<file path="config.mk">
export PLATFORM = sky130hd
export DESIGN_NAME = tmr16_channel
export DESIGN_NICKNAME = d
export VERILOG_FILES = /design/src/rtl/tmr16_pkg.sv /design/src/rtl/tmr16_divider.sv /design/src/rtl/tmr16_tick_gen.sv /design/src/rtl/tmr16_core.sv /design/src/rtl/tmr16_channel.sv
export SDC_FILE = /design/constraint.sdc
export NUM_CORES = 1
export LEC_CHECK = 0
export CORE_MARGIN = 3
export CORE_UTILIZATION = 37
export CTS_CLUSTER_DIAMETER = 80
export DETAILED_ROUTE_END_ITERATION = 10
export MAX_ROUTING_LAYER = met4
export PLACE_DENSITY = 0.69
export SETUP_SLACK_MARGIN = 0.1
export SYNTH_ARGS = -nofsm -noshare
export SYNTH_HDL_FRONTEND = slang
export SYNTH_SLANG_ARGS = --single-unit
</file>
<file path="constraint.sdc">
create_clock -name clk -period 2.7 [get_ports clk]
set_input_delay 0.405 -clock clk [delete_from_list [all_inputs] [get_ports clk]]
set_output_delay 0.405 -clock clk [all_outputs]
set_load 0.01 [all_outputs]
</file>
<file path="src/rtl/tmr16_pkg.sv">
package tmr16_pkg;

    localparam int DATA_W    = 16;
    localparam int ADDR_W    = 2;
    localparam int LANE_BASE = 4;

    localparam logic [DATA_W-1:0] FULL_SCALE = 16'hFFFF;

    typedef enum logic [ADDR_W-1:0] {
        REG_COUNT  = 2'd0,
        REG_MODE   = 2'd1,
        REG_TARGET = 2'd2,
        REG_NONE   = 2'd3
    } reg_sel_e;

    // Layout of the mode/status register, most significant bit first.
    typedef struct packed {
        logic [2:0] pad_z;       // 15..13 always zero
        logic       flag_full;   // 12 full-scale seen
        logic       flag_tgt;    // 11 target seen
        logic       flag_any;    // 10 any event seen
        logic       sel_hi;      // 9  prescale select (channel 2)
        logic       sel_lo;      // 8  alternate tick (channels 0, 1)
        logic       spare7;      // 7
        logic       irq_repeat;  // 6
        logic       irq_full_en; // 5
        logic       irq_tgt_en;  // 4
        logic       wrap_tgt;    // 3
        logic [1:0] spare21;     // 2..1
        logic       sel_b0;      // 0  stop (channel 2)
    } mode_t;

    typedef struct packed {
        logic [DATA_W-1:0] nxt;
        logic              tgt_hit;
        logic              full_hit;
    } step_res_t;

    // Only the control field of a written word is kept; status and pad clear.
    function automatic mode_t mode_from_bus(input logic [DATA_W-1:0] d);
        mode_t m;
        m          = mode_t'(d);
        m.pad_z    = '0;
        m.flag_full = 1'b0;
        m.flag_tgt  = 1'b0;
        m.flag_any  = 1'b0;
        return m;
    endfunction

    // Outcome of one counting step from the current value.
    function automatic step_res_t eval_step(input logic [DATA_W-1:0] cur,
                                            input logic [DATA_W-1:0] tgt,
                                            input logic              wrap_en);
        step_res_t         r;
        logic [DATA_W-1:0] inc;
        inc        = cur + 1'b1;
        r.tgt_hit  = (inc == tgt);
        r.full_hit = (inc == FULL_SCALE);
        r.nxt      = (r.full_hit || (wrap_en && r.tgt_hit)) ? '0 : inc;
        return r;
    endfunction

    function automatic int lane_of(input int chan);
        return LANE_BASE + chan;
    endfunction

endpackage

</file>
<file path="src/rtl/tmr16_divider.sv">
module tmr16_divider #(
    parameter int DIV = 5
) (
    input  logic clk,
    input  logic rst,
    input  logic restart,
    output logic pulse
);
    localparam int            CW   = (DIV > 1) ? $clog2(DIV) : 1;
    localparam logic [CW-1:0] LAST = CW'(DIV - 1);

    logic [CW-1:0] phase_q;

    always_ff @(posedge clk) begin
        if (rst || restart) begin
            phase_q <= '0;
        end else if (phase_q == LAST) begin
            phase_q <= '0;
        end else begin
            phase_q <= phase_q + 1'b1;
        end
    end

    assign pulse = (phase_q == LAST);

endmodule

</file>
<file path="src/rtl/tmr16_tick_gen.sv">
module tmr16_tick_gen #(
    parameter int CHAN     = 0,
    parameter int PIX_DIV  = 5,
    parameter int LINE_DIV = 2150,
    parameter int PRE_DIV  = 8
) (
    input  logic clk,
    input  logic rst,
    input  logic restart,
    input  logic sel_b0,
    input  logic sel_lo,
    input  logic sel_hi,
    output logic tick
);
    logic alt_tick;

    generate
        if (CHAN == 0) begin : g_pix
            tmr16_divider #(.DIV(PIX_DIV)) u_div (
                .clk(clk), .rst(rst), .restart(restart), .pulse(alt_tick)
            );
            logic unused_sel;
            assign unused_sel = &{1'b0, sel_b0, sel_hi};
            assign tick = sel_lo ? alt_tick : 1'b1;
        end else if (CHAN == 1) begin : g_line
            tmr16_divider #(.DIV(LINE_DIV)) u_div (
                .clk(clk), .rst(rst), .restart(restart), .pulse(alt_tick)
            );
            logic unused_sel;
            assign unused_sel = &{1'b0, sel_b0, sel_hi};
            assign tick = sel_lo ? alt_tick : 1'b1;
        end else if (CHAN == 2) begin : g_pre
            tmr16_divider #(.DIV(PRE_DIV)) u_div (
                .clk(clk), .rst(rst), .restart(restart), .pulse(alt_tick)
            );
            logic unused_sel;
            assign unused_sel = &{1'b0, sel_lo};
            assign tick = sel_b0 ? 1'b0 : (sel_hi ? alt_tick : 1'b1);
        end else begin : g_plain
            logic unused_sel;
            assign unused_sel = &{1'b0, clk, rst, restart, sel_b0, sel_lo, sel_hi};
            assign alt_tick   = 1'b1;
            assign tick       = alt_tick;
        end
    endgenerate

endmodule

</file>
<file path="src/rtl/tmr16_core.sv">
module tmr16_core
    import tmr16_pkg::*;
(
    input  logic              clk,
    input  logic              rst,
    input  logic              tick,
    input  logic              cnt_wr,
    input  logic              mode_wr,
    input  logic              mode_rd,
    input  logic [DATA_W-1:0] wdata,
    input  logic [DATA_W-1:0] target,
    output logic [DATA_W-1:0] cnt,
    output mode_t             mode,
    output logic              fired,
    output logic              irq_pulse
);
    logic [DATA_W-1:0] cnt_q;
    mode_t             mode_q;
    logic              fired_q;
    logic              irq_q;

    logic      step;
    step_res_t res;
    logic      want_irq;
    logic      fire;

    // A bus write to count or mode owns the edge; no step is taken then.
    assign step     = tick & ~cnt_wr & ~mode_wr;
    assign res      = eval_step(cnt_q, target, mode_q.wrap_tgt);
    assign want_irq = step & ((res.tgt_hit  & mode_q.irq_tgt_en) |
                              (res.full_hit & mode_q.irq_full_en));
    assign fire     = want_irq & (mode_q.irq_repeat | ~fired_q);

    always_ff @(posedge clk) begin
        if (rst) begin
            cnt_q <= '0;
        end else if (mode_wr) begin
            cnt_q <= '0;
        end else if (cnt_wr) begin
            cnt_q <= wdata;
        end else if (step) begin
            cnt_q <= res.nxt;
        end
    end

    // Event flags: the clear from a read and the set from a step on the
    // same edge resolve in favour of the set.
    always_ff @(posedge clk) begin
        if (rst) begin
            mode_q <= '0;
        end else if (mode_wr) begin
            mode_q <= mode_from_bus(wdata);
        end else begin
            mode_q.flag_tgt  <= (mode_q.flag_tgt  & ~mode_rd) | (step & res.tgt_hit);
            mode_q.flag_full <= (mode_q.flag_full & ~mode_rd) | (step & res.full_hit);
            mode_q.flag_any  <= mode_q.flag_any | (step & (res.tgt_hit | res.full_hit));
        end
    end

    always_ff @(posedge clk) begin
        if (rst || mode_wr) begin
            fired_q <= 1'b0;
        end else if (fire) begin
            fired_q <= 1'b1;
        end
    end

    always_ff @(posedge clk) begin
        if (rst) begin
            irq_q <= 1'b0;
        end else begin
            irq_q <= fire;
        end
    end

    assign cnt       = cnt_q;
    assign mode      = mode_q;
    assign fired     = fired_q;
    assign irq_pulse = irq_q;

endmodule

</file>
<file path="src/rtl/tmr16_channel.sv">
module tmr16_channel
    import tmr16_pkg::*;
#(
    parameter int CHAN     = 0,
    parameter int PIX_DIV  = 5,
    parameter int LINE_DIV = 2150,
    parameter int PRE_DIV  = 8,
    parameter int IRQ_W    = 8
) (
    input  logic             clk,
    input  logic             rst,
    input  logic [1:0]       bus_addr,
    input  logic             bus_wr,
    input  logic             bus_rd,
    input  logic [15:0]      bus_wdata,
    output logic [15:0]      bus_rdata,
    output logic [IRQ_W-1:0] irq_bits
);
    localparam int IRQ_BIT = lane_of(CHAN);

    reg_sel_e sel;
    logic     cnt_wr, mode_wr, tgt_wr, mode_rd;

    logic [DATA_W-1:0] tgt_q;
    logic [DATA_W-1:0] cnt_q;
    mode_t             mode_q;
    logic              fired_w;
    logic              tick_w;
    logic              irq_pulse;
    logic [DATA_W-1:0] rd_mux;

    assign sel     = reg_sel_e'(bus_addr);
    assign cnt_wr  = bus_wr && (sel == REG_COUNT);
    assign mode_wr = bus_wr && (sel == REG_MODE);
    assign tgt_wr  = bus_wr && (sel == REG_TARGET);
    assign mode_rd = bus_rd && !bus_wr && (sel == REG_MODE);

    always_ff @(posedge clk) begin
        if (rst) begin
            tgt_q <= '0;
        end else if (tgt_wr) begin
            tgt_q <= bus_wdata;
        end
    end

    tmr16_tick_gen #(
        .CHAN(CHAN), .PIX_DIV(PIX_DIV), .LINE_DIV(LINE_DIV), .PRE_DIV(PRE_DIV)
    ) u_tick (
        .clk(clk), .rst(rst), .restart(mode_wr),
        .sel_b0(mode_q.sel_b0), .sel_lo(mode_q.sel_lo), .sel_hi(mode_q.sel_hi),
        .tick(tick_w)
    );

    tmr16_core u_core (
        .clk(clk), .rst(rst), .tick(tick_w),
        .cnt_wr(cnt_wr), .mode_wr(mode_wr), .mode_rd(mode_rd),
        .wdata(bus_wdata), .target(tgt_q),
        .cnt(cnt_q), .mode(mode_q), .fired(fired_w), .irq_pulse(irq_pulse)
    );

    always_comb begin
        case (sel)
            REG_COUNT:  rd_mux = cnt_q;
            REG_MODE:   rd_mux = mode_q;
            REG_TARGET: rd_mux = tgt_q;
            default:    rd_mux = '0;
        endcase
    end

    always_ff @(posedge clk) begin
        if (rst) begin
            bus_rdata <= '0;
        end else if (bus_rd) begin
            bus_rdata <= rd_mux;
        end
    end

    generate
        for (genvar i = 0; i < IRQ_W; i++) begin : g_lane
            if (i == IRQ_BIT) begin : g_on
                assign irq_bits[i] = irq_pulse;
            end else begin : g_off
                assign irq_bits[i] = 1'b0;
            end
        end
    endgenerate

endmodule

</file>
* Word-level counts from Yosys, hierarchy flattened *
Cells that the tools add are included.
W data, S select, Z words.

storage, ports and cells
  bits in registers = 66
  bits in latches = 0
  bits in writable memories = 0
  bits in read-only memories = 0
  input bits = 22
  output and inout port bits = 24
  word-level logic and storage cells = 64
  memories = 0

cells by class
  add/subtract/negate cells = 2
  multiply operators = 0
  divide/modulo/power cells = 0
  $lt $le $gt $ge = 0
  eq/ne operators = 5
  shifts and indexed selects = 0
  mux-type cells = 5
  bitwise gates (word level) = 21
  reductions and logical operators = 13

operators with widths
  kind                     count
  $mux W16                 3
  $pmux W16 S3             1
  $add A16 B1 Y16 const B  1
  $eq A16 B16 Y1           1
  $eq A16 B16 Y1 const B   1
  $and A1 B1 Y1            11
  $logic_and A1 B1 Y1      6
  $or A1 B1 Y1             6
  $not A1 Y1               4
  $reduce_or A2 Y1         2
  $add A3 B1 Y3 const B    1
  $eq A3 B3 Y1 const B     1
  $eq A2 B1 Y1 const B     1
  $eq A2 B2 Y1 const B     1
  $logic_not A2 Y1         1
  $logic_or A1 B1 Y1       2
  $reduce_bool A2 Y1       1
  $logic_not A1 Y1         1
  $mux W1                  1

* Logic depth before layout (Yosys ltp) *
Gate-level depths: netlist of run 1.

  word-level depth = 7
  depth in mapped cells = 12
  gate-level depth less buffers = 10

* Cells and area by module *
Synthesis of run 1 repeated with hierarchy kept, for this count alone.

unflattened totals
  cell total of the unflattened synthesis = 516
  area, all modules = 4226.6 um^2

modules (own cells, without submodules)
  module          instances  cells each  area each (um^2)  seq. area each (um^2)
  tmr16_core      1          309         2377.3            620.6
  tmr16_channel   1          193         1697.9            640.6
  tmr16_divider   1          13          145.1             60.1
  tmr16_tick_gen  1          1           6.3               0.0

* Worst setup path before layout of run 1 *
OpenSTA, ideal clock, no wires.

  path kind = flip-flop to flip-flop
  start point = register u_core.cnt_q[1] (netlist: u_core.cnt[1])
  end point = register u_core.cnt_q[5] (netlist: u_core.cnt[5])
  library setup time = 70 ps
  arrival = 2394 ps
  slack = 235 ps
  cell stages (with the launch flop) = 11
  clock period less this slack = 2465 ps
  cells stage by stage = dfxtp_1 ha_1 buf_2 nand4_4 nor4_4 xnor2_1 nor4_2 nor2_1 buf_2 o211ai_1 a21oi_1

between the ends
  cells in the longest elaborated chain, start to end = 7
  elaborated cells on any way between the ends = 8
  classes of those cells = 1 x add/sub; 2 x eq/ne; 3 x mux; 2 x reduce/logical

RTL lines
  element                 line              RTL
  start, declared         tmr16_core.sv:17  logic [DATA_W-1:0] cnt_q;
  start signal, assigned  tmr16_core.sv:40  cnt_q <= wdata;
  start signal, assigned  tmr16_core.sv:42  cnt_q <= res.nxt;
  $add A16 B1 Y16 *       tmr16_pkg.sv:56   inc = cur + 1'b1;
  $eq A16 B16 Y1          tmr16_pkg.sv:57   r.tgt_hit = (inc == tgt);
  $logic_and A1 B1 Y1     tmr16_pkg.sv:59   r.nxt = (r.full_hit || (wrap_en && r.tgt_hit)) ? '0 : inc;
  $logic_or A1 B1 Y1      tmr16_pkg.sv:59
  $mux W16 *              tmr16_pkg.sv:59
  $mux W16 *              tmr16_core.sv:41  end else if (step) begin
  $mux W16 *              tmr16_core.sv:39  end else if (cnt_wr) begin

Mark *: on every way between the ends. The rest lies on a longest branch, timed or not. The select of a mux whose other input is x is not followed.
A chain may end at the register's enable or synchronous reset.

* Final worst setup path of run 1 *
  start point = register u_core.cnt_q[1] (netlist: u_core.cnt[1])
  end point = register u_core.cnt_q[2] (netlist: u_core.cnt[2])

The elaborated chain is that of the path after synthesis.

==> results of run 1 <==
sequential cells by signal, indices dropped and copies added, names as in the netlist:
signal,flops
u_core.fired,1
tgt_q,16
u_core.cnt,16
u_tick.g_pix.u_div.phase_q,3
u_core.mode,13
u_core.irq_pulse,1
bus_rdata,16
path summary, 6_finish.rpt:
check,startpoint,endpoint,slack (ns)
worst max-delay path,u_core.cnt[1],u_core.cnt[2],0.24
worst min-delay path,u_core.fired,u_core.fired,0.46
worst max register to register,u_core.cnt[1],u_core.cnt[2],0.24
worst min register to register,u_core.fired,u_core.fired,0.46
per-layer routing:
layer / part of all wire (%) / track usage (%)
met1: 44 / 24.73
met2: 48 / 31.37
met3: 6.1 / 4.287
met4: 2.3 / 7.302
met5: 0 / -
timing repair:
item	4_1_cts	5_1_grt
resized for setup	2	4
pin swaps	0	5
hold buffers	0	0
buffers inserted	0	1
setup endpoints to repair	15	16
kinds of logic (layout without fill, tap and decap cells):
family	count (synthesis)	count (layout)	share of synthesized area, %
mux	30	30	7.535
compound gates	109	109	18.78
fa+ha+maj	4	4	1.256
buf+inv	52	91	7.001
simple gates	181	181	25.43
flops	66	66	33.16
other cells	1	7	0.09410
xor+xnor	29	29	6.750
layout by cell type (no fill, tap or decap), types with 4 or more instances in the layout:
master,n
dfxtp_1,64
nor2_1,56
a21oi_1,53
nand2_1,48
clkdlybuf4s50_1,38
mux2i_1,30
buf_4,28
xnor2_1,23
a22oi_1,17
a211oi_1,13
nor2b_1,10
nand3_1,9
clkbuf_8,9
and2_1,8
inv_1,7
nand4_1,7
conb_1,7
o211ai_2,6
nor3_1,5
and3_1,5
xor2_1,5
o211ai_1,5
nand3b_1,4
nand2b_1,4
nor4_2,4
per-stage QoR:
| stage | power, mW | hold slack (ns) | setup slack, ns | instances | area (sq um) |
|---|---|---|---|---|---|
| after floorplan | 1.302 | 0.4324 | 0.2354 | 478 | 4008 |
| after global placement | 1.429 | 0.4408 | 0.1025 | 636 | 4523 |
| after detailed placement | 1.436 | 0.4491 | 0.02195 | 636 | 4523 |
| after CTS | 2.456 | 0.4602 | 0.1457 | 652 | 4768 |
| after global routing | 2.541 | 0.4848 | 0.1044 | 653 | 4806 |
| final | 2.434 | 0.4583 | 0.2373 | 653 | 4806 |
critical path, cell delays in order, from the launching register on:
cell	delay, ns
dfxtp_1	0.38
buf_4	0.19
nand2_1	0.20
nor2_1	0.33
a31oi_1	0.15
nor4_2	0.33
and4_4	0.28
nand4b_4	0.10
buf_12	0.17
o211ai_1	0.09
a21oi_1	0.11
where the power goes:
group / total (mW) / internal, mW / switching (mW)
combinational: 0.369 / 0.171 / 0.199
sequential: 1.05 / 1.01 / 0.0399
clock: 1.01 / 0.613 / 0.400
layout make-up:
class,instances,area share (%)
multi-input cells,360,50.35
flip-flops and latches,66,27.60
repair buffers,68,12.94
well taps,136,3.541
clock buffers,9,2.577
clock inverters,7,2.447
inverters,7,0.5467
==> impl_metrics.toml, run 1 <==
[finish]
fin_util_pct = 46.14
diodes = 0
nets = 538
synthToLayoutAreaGrowth_pct = 20.60
n_fill_cell = 1017
area.sequential_sq_um = 1326
multi_input_area_sq_um = 2420
drive_above_1_share_pct = 15.09

[synthesis]
yosys_most_used_dff = "dfxtp_1"
synthCells = 472
synth-edff-count = 0
netlist_top_cells_count = "66 x dfxtp_1, 56 x nor2_1, 53 x a21oi_1"
synth_top_area_share_pct = 33.16
synthTopCellsByArea = "dfxtp_1 33%, mux2i_1 7.5%, a21oi_1 6.7%"
syn_area_sq_um = 3985
yosysTopAreaCell = "dfxtp_1"
syn_avg_cell_area_sq_um = 8.443
postSynth.asyncResetShare_pct = 0
yosysMostFrequentCell = "dfxtp_1"
synth_cell_type_count = 55
yosysWarnings = 0
yosys_register_bits = 66
synth-seq-area-share_pct = 33.16

[cts]
clockBufferDepth = 2
cts_sinks = 66
clk_latency_ns = 0.36
path_clk_slew_ns = 0.07
cts_buffers = 9
root_buffer = "clkbuf_8"
cts_max_level = 3
cts_tree = "done"

[pwr]
power_density_nw_per_um2 = 506.6
irDropWorstVdd_uv = 305.4
leakagePower_nw = 1.751

[die]
dieArea_sq_um = 12050
fp.dieW_um = 109.8
core_sq_um = 10420
initial_core_util_pct = 38.26
row_count = 37
pin_count = 46
die_y_um = 109.8

[detailed_routing]
dr_total_vias = 3605
drtIter0Drc = 260
routedWlPerCell_um = 16.92
drtAntennaViolNets = 0
wirelength_um = 11050
routed_via_density = 5.521
drc = 0
first_pass_iters = 5

[timing]
slew_headroom_pct = 58.87
max_freq_mhz = 406.1
setup_violations = 0
fin_tns_setup_ns = 0
worstMarginPinSlew_ns = 0.6154
finalHoldViolCount = 0
finalCritPeriodShare_pct = 91.21
post-route-min-period_ns = 2.463
fin_skew_ns = 0.007849
rsz0062_at_grt = "no"
slew_violations = 0

[run_status]
status = "finished, final reports clean"

[job]
drv_cap = 0

[worst_setup_path]
path_max_fanout = 17
rr_worst_depth = 10
endpoint_kind = "flip-flop"
arrival_ns = 2.70
crit_path_start_kind = "flip-flop"
critPathKind = "reg2reg"
cp.required_ns = 2.94

[place]
gp_congestion = 0.9631
hpwl_um = 8292
io_buffers = 38

[worst_hold_path]
holdPathStages = 2
hold_class = "reg2reg"

[global_route]
grt_max_degree = 44
gr-total-overflow = 0
grt_usage_pct = 19.80
grt_pass1_vias = 3551
grt_pass1_wl_um = 17940
antenna_found_initial = 0
Power figures use the tool's default switching activity.
==> run 2: changes to the inputs <==
--- a/config.mk
+++ b/config.mk
@@ -10,7 +10,7 @@
 export CTS_CLUSTER_DIAMETER = 80
 export DETAILED_ROUTE_END_ITERATION = 10
 export MAX_ROUTING_LAYER = met4
-export PLACE_DENSITY = 0.69
+export PLACE_DENSITY = 0.61
 export SETUP_SLACK_MARGIN = 0.1
 export SYNTH_ARGS = -nofsm -noshare
 export SYNTH_HDL_FRONTEND = slang
==> run 2 against run 1 <==
  * Worst setup slack gained 0.022 ns
  * Routed wire length is 0.26% lower
  * Utilization is 0.42 points lower
  * Flip-flop and latch count unchanged
  * Via count fell by 1.9%
  * Global-route usage down 0.28 points
  * Hold slack improved by 0.0025 ns
  * Clock power down 24%
==> impl_metrics.toml, run 2 (synthesis results as in run 1) <==
[finish]
layout_common_cells = "64 x dfxtp_1, 56 x nor2_1, 53 x a21oi_1"
multi_input_area_sq_um = 2419
synthToLayoutAreaGrowth_pct = 19.50
n_fill_cell = 1047
nets = 540
fin_area_sq_um = 4762
diodes = 0
drive_above_1_share_pct = 15.41
area.sequential_sq_um = 1324
final_common_cell = "dfxtp_1"

[cts]
cts_sinks = 66
hold_buffers = 0
root_buffer = "clkbuf_8"
path_clk_slew_ns = 0.08
cts_max_level = 3
clockBufferDepth = 2
cts_buffers = 9
cts_tree = "done"
clk_latency_ns = 0.36

[worst_setup_path]
crit_path_start_kind = "flip-flop"
cp_top_family = "simple AND/OR/NAND/NOR gates"
critPathKind = "reg2reg"
crit_buf_inv = 2
arrival_ns = 2.66
cp_cell_sequence = "buf_4, nand2_1, nor2_1, a31oi_1, nor4_4, and4_4, nand4b_4, buf_4, nand3_1, a21oi_1"
endpoint_kind = "flip-flop"
cp.required_ns = 2.92
cp_slowest_cell = "dfxtp_1"
cpPeakStageDelay_ns = 0.34
path_max_fanout = 9
crit_top_cell = "buf_4"

[detailed_routing]
drc = 0
route.met2.wl_um = 5297
first_pass_iters = 4
wirelength_um = 11020
highest_layer = "met4"
wl_met1_um = 5051
routedWlPerCell_um = 16.83
drtIter0Drc = 186
wl_met3_um = 532
dr_total_vias = 3537
routed_via_density = 5.400
drtAntennaViolNets = 0

[timing]
slew_violations = 0
fin_tns_setup_ns = 0
fin_skew_ns = 0.01150
slew_headroom_pct = 55.34
worstMarginPinSlew_ns = 0.6682
post-route-min-period_ns = 2.441
finalHoldViolCount = 0
finalCritPeriodShare_pct = 90.41
max_freq_mhz = 409.7
rsz0062_at_grt = "yes"
setup_violations = 0

[pwr]
swShare_pct = 30.51
power_density_nw_per_um2 = 459.7
p_sw_mw = 0.6679
p_int_mw = 1.521
leakagePower_nw = 1.724
pwr-share-seq_pct = 47.9
power_mw = 2.189
irDropWorstVdd_uv = 299.7
power_frac_comb_pct = 16.9
p_clk_share_pct = 35.2

[die]
core_sq_um = 10420
die_y_um = 109.8
fp.dieW_um = 109.8
pin_count = 46
initial_core_util_pct = 38.26
dieArea_sq_um = 12050
row_count = 37

[global_route]
antenna_found_initial = 0
gr-total-overflow = 0
grt_pass1_vias = 3410
grt_max_degree = 44
grt_pass1_wl_um = 17710
grt_usage_pct = 19.52

[place]
gp_congestion = 1.024
placed_cell_area_sq_um = 4536
hpwl_um = 8340
io_buffers = 38

[run_status]
status = "finished, final reports clean"

[worst_hold_path]
hold_class = "reg2reg"

[job]
drv_cap = 0
[run 2: cell count changes in the layout (fill, tap and decap cells not counted), moves of 2 or more]
| cell | delta |
|---|---|
| bufinv_16 | -3 |
| buf_4 | +2 |
| clkinvlp_4 | +3 |
| inv_6 | +2 |
[run 2: what timing repair did]
item / in CTS / in global routing
buffers inserted: 0 / 3
endpoints found under the setup margin: 5 / 16
pin swaps: 0 / 1
gates resized for setup: 3 / 1
[run 2: layout make-up]
type / count / area share (%)
inverters: 7 / 0.5518
well taps: 136 / 3.573
multi-input cells: 360 / 50.79
clock inverters: 7 / 1.130
repair buffers: 70 / 13.56
clock buffers: 9 / 2.601
flip-flops and latches: 66 / 27.80
[run 2: path summary, 6_finish.rpt]
kind                   start              end  slack, ns  depth (start not counted)
max            u_core.cnt[0]    u_core.cnt[9]       0.26                         10
max reg2reg    u_core.cnt[0]    u_core.cnt[9]       0.26                         10
min          u_core.mode[11]  u_core.mode[11]       0.46                          2
min reg2reg  u_core.mode[11]  u_core.mode[11]       0.46                          2
[run 2: power by group through the flow]
stage | Combinational (mW) | Sequential (mW) | Clock [mW]
after floorplan | 0.239 | 1.06 | 0
after global placement | 0.360 | 1.07 | 0
after detailed placement | 0.365 | 1.07 | 0
after CTS | 0.366 | 1.05 | 0.793
after global routing | 0.403 | 1.05 | 0.837
final | 0.370 | 1.05 | 0.770
[run 2: per-layer routing]
metal	vias up	track usage, %
met5	-	-
met4	0	5.699
met3	13	4.169
met2	98	30.33
met1	1686	25.54
li1	1740	-
[run 2: stage by stage]
step | util, % | cells | hold WS (ns) | setup WS, ns
final | 45.72 | 655 | 0.4609 | 0.2590
after global routing | 45.72 | 655 | 0.4965 | 0.09949
after CTS | 45.30 | 652 | 0.4621 | 0.1303
after detailed placement | 43.54 | 636 | 0.4518 | 0.09909
after global placement | 43.54 | 636 | 0.4431 | 0.1922
after floorplan | - | 478 | 0.4324 | 0.2354
[run 2: worst min-delay path, delay by kind of cell (launching register included)]
| kind | cells | cell delay, ns |
|---|---|---|
| AO/OA/AOI/OAI | 1 | 0.05 |
| flip-flops | 1 | 0.31 |
| AND/OR/NAND/NOR | 1 | 0.05 |
==> run 3: changes to the inputs <==
--- a/config.mk
+++ b/config.mk
@@ -10,7 +10,7 @@
 export CTS_CLUSTER_DIAMETER = 80
 export DETAILED_ROUTE_END_ITERATION = 10
 export MAX_ROUTING_LAYER = met4
-export PLACE_DENSITY = 0.61
+export RECOVER_POWER = 50
 export SETUP_SLACK_MARGIN = 0.1
 export SYNTH_ARGS = -nofsm -noshare
 export SYNTH_HDL_FRONTEND = slang
==> run 3 against run 2 <==
  * Critical path type unchanged
  * First-iteration DRC count increased by 13%
  * Sequential share of layout area is 0.067 points lower
  * Highest routed layer unchanged
  * Largest power group unchanged
  * Critical endpoint is now u_core.cnt[2]
  * Cell count is 0.46% higher
  * Utilization increased by 0.24 points
  * Sequential power is essentially flat
  * Critical path depth stayed put
==> impl_metrics.toml, run 3 (synthesis results as in run 1) <==
[run_status]
status = "finished, final reports clean"

[place]
gp_congestion = 0.9240
place_inst = 642
io_buffers = 38
hpwl_um = 8623

[cts]
cts_tree = "done"
clockBufferDepth = 2
cts_buffers = 9
path_clk_slew_ns = 0.07
hold_buffers = 0
cts_sinks = 66
cts_max_level = 3
clk_latency_ns = 0.35
root_buffer = "clkbuf_8"

[timing]
fin_skew_ns = 0.01348
finalHoldViolCount = 0
post-route-min-period_ns = 2.474
slew_violations = 0
worstMarginPinSlew_ns = 0.6711
rsz0062_at_grt = "no"
setup_violations = 0
finalCritPeriodShare_pct = 91.64
max_freq_mhz = 404.2
slew_headroom_pct = 55.26

[worst_setup_path]
crit_path_start_kind = "flip-flop"
critPathKind = "reg2reg"
rrSetupSlack_ns = 0.23
endpoint_kind = "flip-flop"
path_max_fanout = 8
arrival_ns = 2.69
cp.required_ns = 2.91

[job]
drv_cap = 0

[global_route]
grt_pass1_wl_um = 18330
grt_max_degree = 44
gr-total-overflow = 0
grt_pass1_vias = 3504
antenna_found_initial = 0
grt_usage_pct = 20.57

[detailed_routing]
routedWlPerCell_um = 17.61
wirelength_um = 11590
routed_via_density = 5.506
drtAntennaViolNets = 0
dr_total_vias = 3623
drtIter0Drc = 211
drc = 0
first_pass_iters = 5

[finish]
synthToLayoutAreaGrowth_pct = 20.13
final_common_cell = "dfxtp_1"
diodes = 0
fin_cells = 658
drive_above_1_share_pct = 15.90
layout_common_cells = "63 x dfxtp_1, 55 x nor2_1, 53 x a21oi_1"
nets = 544

[pwr]
leakagePower_nw = 1.789
power_mw = 2.144
irDropWorstVdd_uv = 258.2
power_density_nw_per_um2 = 447.9

[die]
pin_count = 46
row_count = 37
dieArea_sq_um = 12050
die_y_um = 109.8
initial_core_util_pct = 38.26
core_sq_um = 10420
fp.dieW_um = 109.8

[worst_hold_path]
hold_class = "reg2reg"
==> run 3: cell count changes in the layout (fill, tap and decap cells not counted), moves of 2 or more <==
cell,change
and2_0,+2
and2_1,-2
clkbuf_1,+4
clkdlybuf4s50_1,-18
clkinv_2,+3
dlygate4sd3_1,+18
ha_4,+2
inv_6,-2
==> run 3: area by class of cell <==
cell class	count	area, sq um
inverter	7	26.28
fill	1041	5629
sequential	66	1328
multi-input combinational	360	2444
tap	136	170.2
clock buffer	9	123.9
timing repair buffer	74	660.6
clock inverter	6	35.03
==> run 3: path summary, 6_finish.rpt <==
path / start / to / cells past startpoint
min: u_core.mode[11] / u_core.mode[11] / 2
max: u_core.cnt[1] / u_core.cnt[2] / 10
max reg2reg: u_core.cnt[1] / u_core.cnt[2] / 10
min reg2reg: u_core.mode[11] / u_core.mode[11] / 2
==> run 3: through the flow <==
| step | setup slack [ns] | hold slack, ns | instance area, sq um | utilization [%] | TNS, ns |
|---|---|---|---|---|---|
| after CTS | 0.1082 | 0.4712 | 4753 | 45.63 | 0 |
| after detailed placement | -0.007011 | 0.4616 | 4593 | 44.10 | -0.01082 |
| after floorplan | 0.2354 | 0.4324 | 4008 | - | 0 |
| final | 0.2257 | 0.4755 | 4787 | 45.96 | 0 |
| after global placement | -0.009044 | 0.4440 | 4593 | 44.10 | -0.01327 |
| after global routing | 0.08305 | 0.5036 | 4787 | 45.96 | 0 |
==> run 3: power breakdown <==
part           internal, mW  total, mW  switching [mW]
Sequential             1.01       1.05          0.0375
Clock                 0.321      0.714           0.394
Combinational         0.173      0.380           0.207
Total                  1.51       2.14           0.638
==> run 3: critical path, stage by stage, from the launching register on <==
cell and delay [ns]:
dfxtp_1 0.37, buf_4 0.21, and2_1 0.27, nand4_1 0.15
xnor2_1 0.32, xnor2_1 0.23, and4_4 0.29, nand4b_4 0.13
buf_4 0.19, o211ai_1 0.08, a21oi_1 0.09
==> run 3: per-layer routing <==
layer | track usage (%) | share of wire, %
met1 | 26.12 | 45
met2 | 32.63 | 47
met3 | 3.699 | 5.4
met4 | 7.658 | 2.6
met5 | - | 0
==> run 3: timing repair <==
item	CTS	global route
pin swaps	0	3
gates resized for setup	1	9
buffers inserted	0	1
setup endpoints to repair	15	19
cloned	0	0
hold endpoints to repair	0	0
